**src/rtl/gpio6_pkg.sv**
```systemverilog
package gpio6_pkg;

    localparam int PORT_PINS = 6;
    localparam int BUS_DW    = 8;
    localparam int BUS_AW    = 8;

    // register map
    localparam logic [7:0] ADR_DATA   = 8'hE6;
    localparam logic [7:0] ADR_MODEHI = 8'hE8;
    localparam logic [7:0] ADR_MODELO = 8'hE9;
    localparam logic [7:0] ADR_PULL   = 8'hF4;
    localparam logic [7:0] ADR_IEN    = 8'hF5;
    localparam logic [7:0] ADR_EDGHI  = 8'hF6;
    localparam logic [7:0] ADR_EDGLO  = 8'hF7;
    localparam logic [7:0] ADR_PEND   = 8'hD7;

    typedef enum logic [1:0] {
        MODE_IN  = 2'b00,
        MODE_PP  = 2'b01,
        MODE_OD  = 2'b10,
        MODE_ALT = 2'b11
    } pin_mode_e;

    typedef struct packed {
        logic oe;
        logic out;
        logic alt;
    } pad_drv_t;

    // per-pin pad drive derived from mode and latch bit
    function automatic pad_drv_t drive_for(input pin_mode_e m, input logic lat);
        pad_drv_t d;
        d.oe  = 1'b0;
        d.out = lat;
        d.alt = 1'b0;
        case (m)
            MODE_PP:  d.oe = 1'b1;
            MODE_OD: begin
                d.oe  = ~lat;
                d.out = 1'b0;
            end
            MODE_ALT: d.alt = 1'b1;
            default:  ;
        endcase
        return d;
    endfunction

endpackage

```
**src/rtl/gpio6_sync_edge.sv**
```systemverilog
module gpio6_sync_edge #(
    parameter int NPINS = gpio6_pkg::PORT_PINS
) (
    input  logic             clk,
    input  logic             rst,
    input  logic [NPINS-1:0] pad_in,
    input  logic [NPINS-1:0] rise_sel,
    output logic [NPINS-1:0] pin_lvl,
    output logic [NPINS-1:0] hit
);

    for (genvar i = 0; i < NPINS; i++) begin : g_pin
        logic meta_q;
        logic sync_q;
        logic prev_q;

        always_ff @(posedge clk) begin
            if (rst) begin
                meta_q <= 1'b0;
                sync_q <= 1'b0;
                prev_q <= 1'b0;
            end else begin
                meta_q <= pad_in[i];
                sync_q <= meta_q;
                prev_q <= sync_q;
            end
        end

        assign pin_lvl[i] = sync_q;
        assign hit[i]     = rise_sel[i] ? (sync_q & ~prev_q) : (~sync_q & prev_q);
    end

endmodule

```
**src/rtl/gpio6_regs.sv**
```systemverilog
module gpio6_regs
    import gpio6_pkg::*;
#(
    parameter int NPINS = PORT_PINS,
    parameter int DW    = BUS_DW,
    parameter int AW    = BUS_AW
) (
    input  logic                  clk,
    input  logic                  rst,
    input  logic                  wr_en,
    input  logic [AW-1:0]         addr,
    input  logic [DW-1:0]         wdata,
    input  logic [NPINS-1:0]      pin_lvl,
    input  logic [NPINS-1:0]      hit,
    output logic [DW-1:0]         rdata,
    output logic [NPINS-1:0]      lat_q,
    output pin_mode_e [NPINS-1:0] mode,
    output logic [NPINS-1:0]      pu_q,
    output logic [NPINS-1:0]      ien_q,
    output logic [NPINS-1:0]      rise_sel,
    output logic [NPINS-1:0]      pend_q
);

    localparam int HALF = NPINS / 2;
    localparam int CW   = 2 * HALF;

    logic [CW-1:0]    ctl_lo_q;
    logic [CW-1:0]    ctl_hi_q;
    logic [HALF-1:0]  esel_lo_q;
    logic [HALF-1:0]  esel_hi_q;
    logic [NPINS-1:0] clr_mask;
    logic [NPINS-1:0] pend_d;
    logic             unused_wdata_hi;

    assign unused_wdata_hi = ^wdata[DW-1:NPINS];

    for (genvar i = 0; i < HALF; i++) begin : g_mode
        assign mode[i]        = pin_mode_e'(ctl_lo_q[2*i +: 2]);
        assign mode[i + HALF] = pin_mode_e'(ctl_hi_q[2*i +: 2]);
    end

    assign rise_sel = {esel_hi_q, esel_lo_q};

    // a write of 0 clears; a fresh edge overrides the clear
    always_comb begin
        clr_mask = '1;
        if (wr_en && addr == ADR_PEND) clr_mask = wdata[NPINS-1:0];
        pend_d = (pend_q & clr_mask) | (hit & ien_q);
    end

    always_ff @(posedge clk) begin
        if (rst) begin
            lat_q     <= '0;
            ctl_lo_q  <= '0;
            ctl_hi_q  <= '0;
            pu_q      <= '0;
            ien_q     <= '0;
            esel_lo_q <= '0;
            esel_hi_q <= '0;
            pend_q    <= '0;
        end else begin
            pend_q <= pend_d;
            if (wr_en) begin
                case (addr)
                    ADR_DATA:   lat_q     <= wdata[NPINS-1:0];
                    ADR_MODELO: ctl_lo_q  <= wdata[CW-1:0];
                    ADR_MODEHI: ctl_hi_q  <= wdata[CW-1:0];
                    ADR_PULL:   pu_q      <= wdata[NPINS-1:0];
                    ADR_IEN:    ien_q     <= wdata[NPINS-1:0];
                    ADR_EDGLO:  esel_lo_q <= wdata[HALF-1:0];
                    ADR_EDGHI:  esel_hi_q <= wdata[HALF-1:0];
                    default:    ;
                endcase
            end
        end
    end

    always_comb begin
        rdata = '0;
        case (addr)
            ADR_DATA:   rdata[NPINS-1:0] = pin_lvl;
            ADR_MODELO: rdata[CW-1:0]    = ctl_lo_q;
            ADR_MODEHI: rdata[CW-1:0]    = ctl_hi_q;
            ADR_PULL:   rdata[NPINS-1:0] = pu_q;
            ADR_IEN:    rdata[NPINS-1:0] = ien_q;
            ADR_EDGLO:  rdata[HALF-1:0]  = esel_lo_q;
            ADR_EDGHI:  rdata[HALF-1:0]  = esel_hi_q;
            ADR_PEND:   rdata[NPINS-1:0] = pend_q;
            default:    ;
        endcase
    end

endmodule

```
**src/rtl/gpio6_pad_ctrl.sv**
```systemverilog
module gpio6_pad_ctrl
    import gpio6_pkg::*;
#(
    parameter int NPINS = PORT_PINS
) (
    input  pin_mode_e [NPINS-1:0] mode,
    input  logic [NPINS-1:0]      lat,
    output logic [NPINS-1:0]      oe,
    output logic [NPINS-1:0]      out,
    output logic [NPINS-1:0]      alt
);

    for (genvar i = 0; i < NPINS; i++) begin : g_pad
        pad_drv_t drv;
        assign drv    = drive_for(mode[i], lat[i]);
        assign oe[i]  = drv.oe;
        assign out[i] = drv.out;
        assign alt[i] = drv.alt;
    end

endmodule

```
**src/rtl/gpio6_port.sv**
```systemverilog
module gpio6_port
    import gpio6_pkg::*;
#(
    parameter int NPINS = PORT_PINS,
    parameter int DW    = BUS_DW,
    parameter int AW    = BUS_AW
) (
    input  logic             clk,
    input  logic             rst,
    input  logic [AW-1:0]    bus_addr,
    input  logic             bus_wr,
    input  logic [DW-1:0]    bus_wdata,
    output logic [DW-1:0]    bus_rdata,
    input  logic [NPINS-1:0] pad_in,
    output logic [NPINS-1:0] pad_out,
    output logic [NPINS-1:0] pad_oe,
    output logic [NPINS-1:0] pad_pu,
    output logic [NPINS-1:0] alt_sel,
    output logic             irq_n
);

    logic [NPINS-1:0]      pin_lvl;
    logic [NPINS-1:0]      hit;
    logic [NPINS-1:0]      lat_w;
    logic [NPINS-1:0]      ien_w;
    logic [NPINS-1:0]      rise_w;
    logic [NPINS-1:0]      pend_w;
    pin_mode_e [NPINS-1:0] mode_w;

    gpio6_sync_edge #(.NPINS(NPINS)) u_sync (
        .clk      (clk),
        .rst      (rst),
        .pad_in   (pad_in),
        .rise_sel (rise_w),
        .pin_lvl  (pin_lvl),
        .hit      (hit)
    );

    gpio6_regs #(.NPINS(NPINS), .DW(DW), .AW(AW)) u_regs (
        .clk      (clk),
        .rst      (rst),
        .wr_en    (bus_wr),
        .addr     (bus_addr),
        .wdata    (bus_wdata),
        .pin_lvl  (pin_lvl),
        .hit      (hit),
        .rdata    (bus_rdata),
        .lat_q    (lat_w),
        .mode     (mode_w),
        .pu_q     (pad_pu),
        .ien_q    (ien_w),
        .rise_sel (rise_w),
        .pend_q   (pend_w)
    );

    gpio6_pad_ctrl #(.NPINS(NPINS)) u_pad (
        .mode (mode_w),
        .lat  (lat_w),
        .oe   (pad_oe),
        .out  (pad_out),
        .alt  (alt_sel)
    );

    assign irq_n = ~|pend_w;

endmodule

```
**config.mk**
```make
export PLATFORM = sky130hd
export DESIGN_NAME = gpio6_port
export DESIGN_NICKNAME = d
export VERILOG_FILES = /design/src/rtl/gpio6_pkg.sv /design/src/rtl/gpio6_sync_edge.sv /design/src/rtl/gpio6_regs.sv /design/src/rtl/gpio6_pad_ctrl.sv /design/src/rtl/gpio6_port.sv
export SDC_FILE = /design/constraint.sdc
export NUM_CORES = 1
export LEC_CHECK = 0
export ABC_CLOCK_PERIOD_IN_PS = 2150
export BUFFER_PORTS_ARGS = -buffer_cell sky130_fd_sc_hd__clkbuf_2
export CORE_ASPECT_RATIO = 0.5
export CORE_MARGIN = 3
export CORE_UTILIZATION = 58
export CTS_BUF_LIST = sky130_fd_sc_hd__clkbuf_4 sky130_fd_sc_hd__clkbuf_8
export CTS_CLUSTER_SIZE = 30
export DETAILED_ROUTE_END_ITERATION = 10
export GPL_TIMING_DRIVEN = 0
export PLACE_DENSITY_LB_ADDON = 0.3
export SKIP_CTS_REPAIR_TIMING = 1
export SLEW_MARGIN = 20
export SYNTH_ARGS = -nofsm -noshare
export SYNTH_HDL_FRONTEND = slang
export SYNTH_HIERARCHICAL = 1
export SYNTH_SLANG_ARGS = --single-unit
export TNS_END_PERCENT = 5
```
**constraint.sdc**
```tcl
create_clock -name clk -period 2.15 [get_ports clk]
set_input_delay 0.43 -clock clk [delete_from_list [all_inputs] [get_ports clk]]
set_output_delay 0.43 -clock clk [all_outputs]
set_load 0.02 [all_outputs]
```
Word level (Yosys, flattened, before mapping)
Cells that the tools add are included.
Operators by class
  muxes and demuxes: 27
  bitwise operators: 33
  reductions and logical operators: 10
  equal/unequal tests: 26
Operators by type and width (count)
  8-bit == test (second input constant): 8
  2-bit == test (second input constant): 12
  3-bit one-hot mux with 8 select lines: 1
  1-bit 2-to-1 mux: 18
  1-bit NOT: 18
  3-bit one-hot mux with 6 select lines: 1
  2-bit AND reduction: 7
  1-bit bitwise AND: 12
  6-bit bitwise AND: 2
  2-bit by 1-bit == test with 1-bit output (second input constant): 6
  1-bit one-hot mux with 2 select lines: 6
  6-bit 2-to-1 mux: 1
  6-bit bitwise OR: 1
  6-bit OR reduction: 1
  1-bit logical AND: 1
  1-bit logical NOT: 1
Storage, ports and cells
  word-level logic and storage cells: 122
  register bits: 60
  output and inout bits: 33
  input bits: 25

Longest topological paths before layout
Gate-level depths: netlist of run 1.
  word-level depth: 5
  depth in mapped cells: 6
  gate-level depth less buffers: 4

Cells and area by module
Netlist of run 1, hierarchy kept.
By module, submodules not included
  gpio6_regs: cells each 233, seq. area each 840.8 sq um, area an instance 2150.8 sq um, instances 1
  gpio6_sync_edge: cells each 61, seq. area each 360.3 sq um, area an instance 631.9 sq um, instances 1
  gpio6_pad_ctrl: cells each 54, seq. area each 0.0 sq um, area an instance 465.4 sq um, instances 1
  gpio6_port: cells each 2, seq. area each 0.0 sq um, area an instance 17.5 sq um, instances 1

Least setup slack after synthesis of run 1
Ideal clock, no wire load.
  kind: in2out
  from: in bus_addr[3]
  to: out bus_rdata[3]
  stages: 6
  data arrival time: 1762 ps
  path slack: -42 ps
  required time: 1720 ps
  buffers on the path: 2
  path through: and4b_1 buf_4 and3_1 buf_2 a221oi_1 o31ai_1
On the way
  cells in the longest elaborated chain, start to end: 2
  elaborated cells between the ends (all ways): 7
  those cells by class: eq/ne (6); mux (1)
Ends and longest elaborated chain
  start, declared: line gpio6_port.sv:10  | input logic [AW-1:0] bus_addr,
  8-bit == test: line gpio6_regs.sv:80  | case (addr)
  3-bit one-hot mux with 6 select lines (*): line gpio6_regs.sv:80
  end, declared: line gpio6_port.sv:13  | output logic [DW-1:0] bus_rdata,
Every way passes the cells marked *; elsewhere a longest branch is shown, timed or not.

Final worst setup path of run 1
  from: in bus_addr[2]
  to: out bus_rdata[4]
The elaborated chain is that of the path after synthesis.

==> qor.yml, run 1 <==
netlist_area_um2: 3270
path_clk_slew_ps: 60
nets: 465
synth_top_area_share_pct: 36.8
fmax_mhz: 457
hpwl_um: 5560
fin_skew_ps: 6.11
syn_avg_cell_area_um2: 9.33
die_h_um: 59.1
dieWidth_um: 112
routed_wl_um: 8370
netlist_instances: 350
path_cells: "buf_8 -> and4b_1 -> buf_6 -> and3_4 -> buf_8 -> a221oi_1 -> o31ai_1 -> buf_2"
final_max_slew_viol_count: 0
setup_viol: 2
sw_frac_of_total_pct: 22.3
status: "complete, but fails checks"
drc: 0
synth_xor_area_share_pct: 0
diodes: 0
hp-class: "input port to flip-flop"
yosysMostFrequentCell: "dfxtp_1"
startpoint_type: "input port"
violations: "negative setup slack"
grt-ovfl-total: 0
cts_max_path_buffers: 2
critPathBufInv: 4
grt_pass1_wl_um: 12500
tightestPinTransition_ps: 643
p_per_area_nw_per_um2: 620
slowest_delay_ps: 300
ys_types: 43
worstPathRequired_ps: 1720
clockRootBuffer: "clkbuf_8"
crit_type: "input port to output port"
crit_family: "buffers and inverters"
gr-usage-all-layers_pct: 23.8
async_flop_share_pct: 0
cts_buffers: 9
drt_iter0_markers: 280
place_ws_ps: -190
synth-compound-area-share_pct: 10.8
syn_to_final_growth_pct: 24.1
finalCritPeriodShare_pct: 102
p_clk_share_pct: 47.0
critPathMaxFanout: 7
firstDrtPassIters: 7
endpoint_kind: "output port"
drv_cap: 0
vias_per_cell: 5.76
num_vias: 2863
start_util_pct: 63.0
synth_top_family_by_area: "simple AND/OR/NAND/NOR gates"
num_io_pins: 58
synth_common_cells: "dfxtp_1 (60), mux2i_1 (42), nor2_1 (40)"
p_sw_uw: 560
grt_pass1_vias: 2654
ant_nets: 0
ys_ff_latch: 60
antenna_found_initial: 0
gp_congestion: 0.973
setup_ws_ps: -36.4
fin_util_pct: 78.2
wl_per_cell_um: 16.8
cts_tree: "built"
hold_viol: 0
p_seq_share_pct: 45.1
cts.htree.levels: 3
die_area_um2: 6620
power.leakage_nw: 1.80
drive_above_1_share_pct: 30.2
clk_latency_ps: 340
worst_path_most_repeated_cell: "buf_8"
netlist_top_cells_area: "dfxtp_1 (37%), mux2i_1 (13%), ha_1 (6.9%), nor2b_1 (5.0%), nor2_1 (4.6%)"
synth-simple-area-share_pct: 25.3
port_buffers: 52
fp.coreArea_um2: 5180
num_rows: 18
synth_edf_count: 0
synthMuxAreaShare_pct: 12.9
grt_max_degree: 13
synth_fa_ha_area_share_pct: 6.90
vdd_drop_max_v: 0.000579
p_int_mw: 1.95
cts_sinks: 60
synthFlopType: "dfxtp_1"
nFillCells: 328
fin_crit_ps: 2190
yosysSeqAreaShare_pct: 36.8
slew_headroom_pct: 56.8
arrival_ps: 1760
cp_slowest_cell: "a221oi_1"
yosysTopAreaCell: "dfxtp_1"
yosysWarnings: 6
rsz0062_at_grt: "yes"
power_frac_comb_pct: 7.8
[worst paths after layout]
path	startpoint	endpoint	slack [ps]	cells past startpoint
hold reg to reg	u_sync/g_pin[1].meta_q	u_sync/g_pin[1].sync_q	440	1
setup / recovery	bus_addr[2]	bus_rdata[4]	-40	8
hold / removal	pad_in[5]	u_sync/g_pin[5].meta_q	290	2
setup reg to reg	u_sync/g_pin[1].sync_q	u_regs/pend_q[1]	1220	4
[metrics by stage]
step	setup TNS (ps)	hold WS, ps	instances	cell area [um2]	total power, mW
after CTS	-757	280	489	3860	2.49
final	-42.9	294	497	4050	2.51
after detailed placement	-695	427	473	3620	1.32
after global placement	-500	415	473	3620	1.32
after global routing	-151	299	497	4050	2.59
after floorplan	-84.1	411	351	3270	1.26
[sequential cells by signal, indices dropped and copies added, names as in the netlist]
name and cells:
u_regs/ctl_hi_q 6, u_sync/g_pin.prev_q 6, u_regs/esel_hi_q 3, u_regs/pend_q 6, u_regs/ien_q 6, u_sync/g_pin.meta_q 6, u_regs/ctl_lo_q 6, u_sync/g_pin.sync_q 6
u_regs/esel_lo_q 3, u_regs/lat_q 6, u_regs/pu_q 6
[cell usage in the layout (no fill, tap or decap), types with 3 or more instances in the layout]
master    count
nand2b_1      7
ha_1         18
o21ai_1       5
o21ai_0       9
nand3_1       6
nor3_2        3
nor2_1       39
o31ai_2       3
nand2_1      18
and2b_1       7
buf_6         5
a221oi_2      4
dfxtp_1      60
buf_8         3
inv_1        23
nor2b_1      25
clkbuf_2     45
clkbuf_1      6
o22ai_1       7
clkbuf_8     12
mux2i_1      42
a32o_1        3
a21oi_2       6
buf_2         3
nand2b_4      7
buf_4        22
[metal layers]
layer  vias up  share of wire (%)  track usage [%]
li1       1345                  -                -
met2       163                 47             41.2
met4         0                2.9             6.34
met1      1321                 42             29.5
met3        34                8.8             7.44
met5         -                  0                0
[logic make-up after synthesis]
kind of cell,after synthesis
AO/OA/AOI/OAI,50
flip-flops,60
adder cells (fa/ha/maj),18
multiplexers,42
buffers and inverters,47
other,1
AND/OR/NAND/NOR,132
[power by group through the flow]
stage	Combinational [mW]	Clock, mW	Sequential [mW]
finish	0.196	1.18	1.13
global route	0.209	1.25	1.13
CTS	0.165	1.19	1.13
detailed placement	0.164	0	1.16
global placement	0.160	0	1.16
floorplan	0.100	0	1.16
[layout make-up]
type / instances / area, um2 / share of cell area (%)
Tap cell: 70 / 87.6 / 2.16
Clock inverter: 4 / 70.1 / 1.73
Buffer: 24 / 171 / 4.23
Sequential cell: 60 / 1200 / 29.6
Clock buffer: 12 / 165 / 4.08
Multi-Input combinational cell: 244 / 1910 / 47.2
Timing Repair Buffer: 60 / 358 / 8.83
Inverter: 23 / 86.3 / 2.13
[worst register-to-register path, delay by kind of cell, from the launching register on]
family	cells	cell delay, ps
flip-flops	1	330
AO/OA/AOI/OAI	2	300
AND/OR/NAND/NOR	2	230
Power figures use the tool's default switching activity.
==> run 2, diff against run 1 <==
Settings changed: SETUP_SLACK_MARGIN set to 0.2.
==> qor.yml, run 2 (synthesis gave the netlist of run 1 again) <==
clockRootBuffer: "clkbuf_8"  # unchanged
rr_startpoint: "u_sync/g_pin[3].sync_q"  # was u_sync/g_pin[1].sync_q
hold_viol: 0  # unchanged
grt-ovfl-total: 0  # unchanged
fp.coreArea_um2: 5180  # unchanged
setup_ws_ps: -26.8  # was -36.4 ps
setup_tns_ps: -42.2  # was -42.9 ps
path_clk_slew_ps: 60  # about the same
power.leakage_nw: 1.78  # was 1.80 nW
worst_hold_slack_ps: 302  # was 294 ps
num_vias: 2817  # was 2863
wl_met3_um: 584  # was 736 um
cts_buffers: 9  # unchanged
drc: 0  # unchanged
route.met2.wl_um: 3860  # was 3900 um
fmax_mhz: 459  # was 457 MHz
routed_wl_um: 8110  # was 8370 um
wl_per_cell_um: 16.5  # was 16.8 um
timing.reg2reg.setup_slack_ps: 1200  # was 1220 ps
final_cell_mix: "dfxtp_1 (58), clkbuf_2 (45), mux2i_1 (42)"  # was dfxtp_1 (60), clkbuf_2 (45), mux2i_1 (42)
worstPathRequired_ps: 1720  # about the same
finalCritPeriodShare_pct: 101  # was 102%
crit_type: "input port to output port"  # unchanged
p_per_area_nw_per_um2: 610  # was 620 nW/um2
place_ws_ps: -159  # was -190 ps
clk_latency_ps: 340  # about the same
dieWidth_um: 112  # unchanged
gp_congestion: 0.962  # was 0.973
violations: "negative setup slack"  # unchanged
drive_above_1_share_pct: 31.7  # was 30.2%
cts.htree.levels: 3  # unchanged
worstHoldEndpoint: "u_sync/g_pin[5].meta_q"  # unchanged
diodes: 0  # unchanged
grt_pass1_vias: 2685  # was 2654
vdd_drop_max_v: 0.000517  # was 0.000579 V
placed_area_um2: 3630  # was 3620 um2
power_mw: 2.46  # was 2.51 mW
start_util_pct: 63.0  # unchanged
fin_area_um2: 4030  # was 4050 um2
highest_layer: "met4"  # unchanged
cts_max_path_buffers: 2  # unchanged
reg2reg_depth: 4  # unchanged
nFillCells: 343  # was 328
fin_skew_ps: 6.00  # was 6.11 ps
critPathMaxFanout: 7  # unchanged
tightestPinTransition_ps: 619  # was 643 ps
firstDrtPassIters: 6  # was 7
num_rows: 18  # unchanged
min_from: "pad_in[5]"  # unchanged
vias_per_cell: 5.71  # was 5.76
nets: 461  # was 465
setup_viol: 2  # unchanged
wl_met1_um: 3530  # was 3500 um
hpwl_um: 5570  # was 5560 um
cts_tree: "built"  # unchanged
ant_nets: 0  # unchanged
die_h_um: 59.1  # unchanged
port_buffers: 52  # unchanged
arrival_ps: 1750  # was 1760 ps
gr-usage-all-layers_pct: 24.5  # was 23.8%
antenna_found_initial: 0  # unchanged
grt_pass1_wl_um: 12900  # was 12500 um
hp-class: "input port to flip-flop"  # unchanged
endpoint_kind: "output port"  # unchanged
grt_max_degree: 13  # unchanged
final_max_slew_viol_count: 0  # unchanged
fin_crit_ps: 2180  # was 2190 ps
cts_sinks: 60  # unchanged
slew_headroom_pct: 58.4  # was 56.8%
rr_endpoint: "u_regs/pend_q[3]"  # was u_regs/pend_q[1]
drv_cap: 0  # unchanged
syn_to_final_growth_pct: 23.3  # was 24.1%
num_io_pins: 58  # unchanged
die_area_um2: 6620  # unchanged
startpoint_type: "input port"  # unchanged
status: "complete, but fails checks"  # unchanged
rsz0062_at_grt: "yes"  # unchanged
layout_commonest_cell: "dfxtp_1"  # unchanged
drt_iter0_markers: 267  # was 280
min_path_cells: 2  # unchanged
run 2: cell types whose count changed in the layout (fill, tap and decap cells not counted), moves of 2 or more:
| cell | previous run | this run |
|---|---|---|
| clkbuf_8 | 12 | 10 |
| dfxtp_1 | 60 | 58 |
| dfxtp_2 | 0 | 2 |
| a221oi_2 | 4 | 6 |
| a21oi_2 | 6 | 8 |
| clkbuf_4 | 0 | 2 |
| a21oi_1 | 2 | 0 |
run 2: worst max-delay path: stages:
cell	delay (ps)
buf_4	130
and4b_1	190
buf_6	120
and3_4	170
buf_6	140
a221oi_2	280
o31ai_2	110
buf_4	170
run 2: area by class of cell:
| cell class | instances | area, um2 | share of cell area (%) |
|---|---|---|---|
| sequential | 60 | 1200 | 29.9 |
| timing repair buffer | 56 | 318 | 7.90 |
| inverter | 23 | 86.3 | 2.14 |
| clock buffer | 12 | 153 | 3.79 |
| clock inverter | 4 | 72.6 | 1.80 |
| tap | 70 | 87.6 | 2.18 |
| buffer | 24 | 176 | 4.38 |
| multi-input combinational | 244 | 1930 | 47.9 |
run 2: report_power, final:
group	total (mW)	internal [mW]	switching [mW]
Sequential	1.13	1.13	0.00747
Clock	1.13	0.708	0.424
Combinational	0.190	0.0765	0.113
Total	2.46	1.91	0.545
run 2: per-stage QoR:
step	std cells	util, %
after floorplan	351	-
after global placement	473	70.2
after detailed placement	473	70.2
final	493	77.7
after CTS	489	74.5
after global routing	493	77.7
run 2: worst max path at each step:
stage                   end         from  cells past startpoint
2_1_floorplan  bus_rdata[2]  bus_addr[4]                      6
3_3_place_gp   bus_rdata[3]  bus_addr[6]                      8
3_5_place_dp   bus_rdata[4]  bus_addr[6]                      8
4_1_cts        bus_rdata[4]  bus_addr[6]                      8
5_1_grt        bus_rdata[3]  bus_addr[3]                      8
6_report       bus_rdata[3]  bus_addr[7]                      8
run 2: layer usage:
metal / global-route usage [%] / vias up
met5: 0 / -
met4: 6.85 / 0
met3: 7.85 / 20
met2: 41.4 / 132
met1: 30.8 / 1334
li1: - / 1331
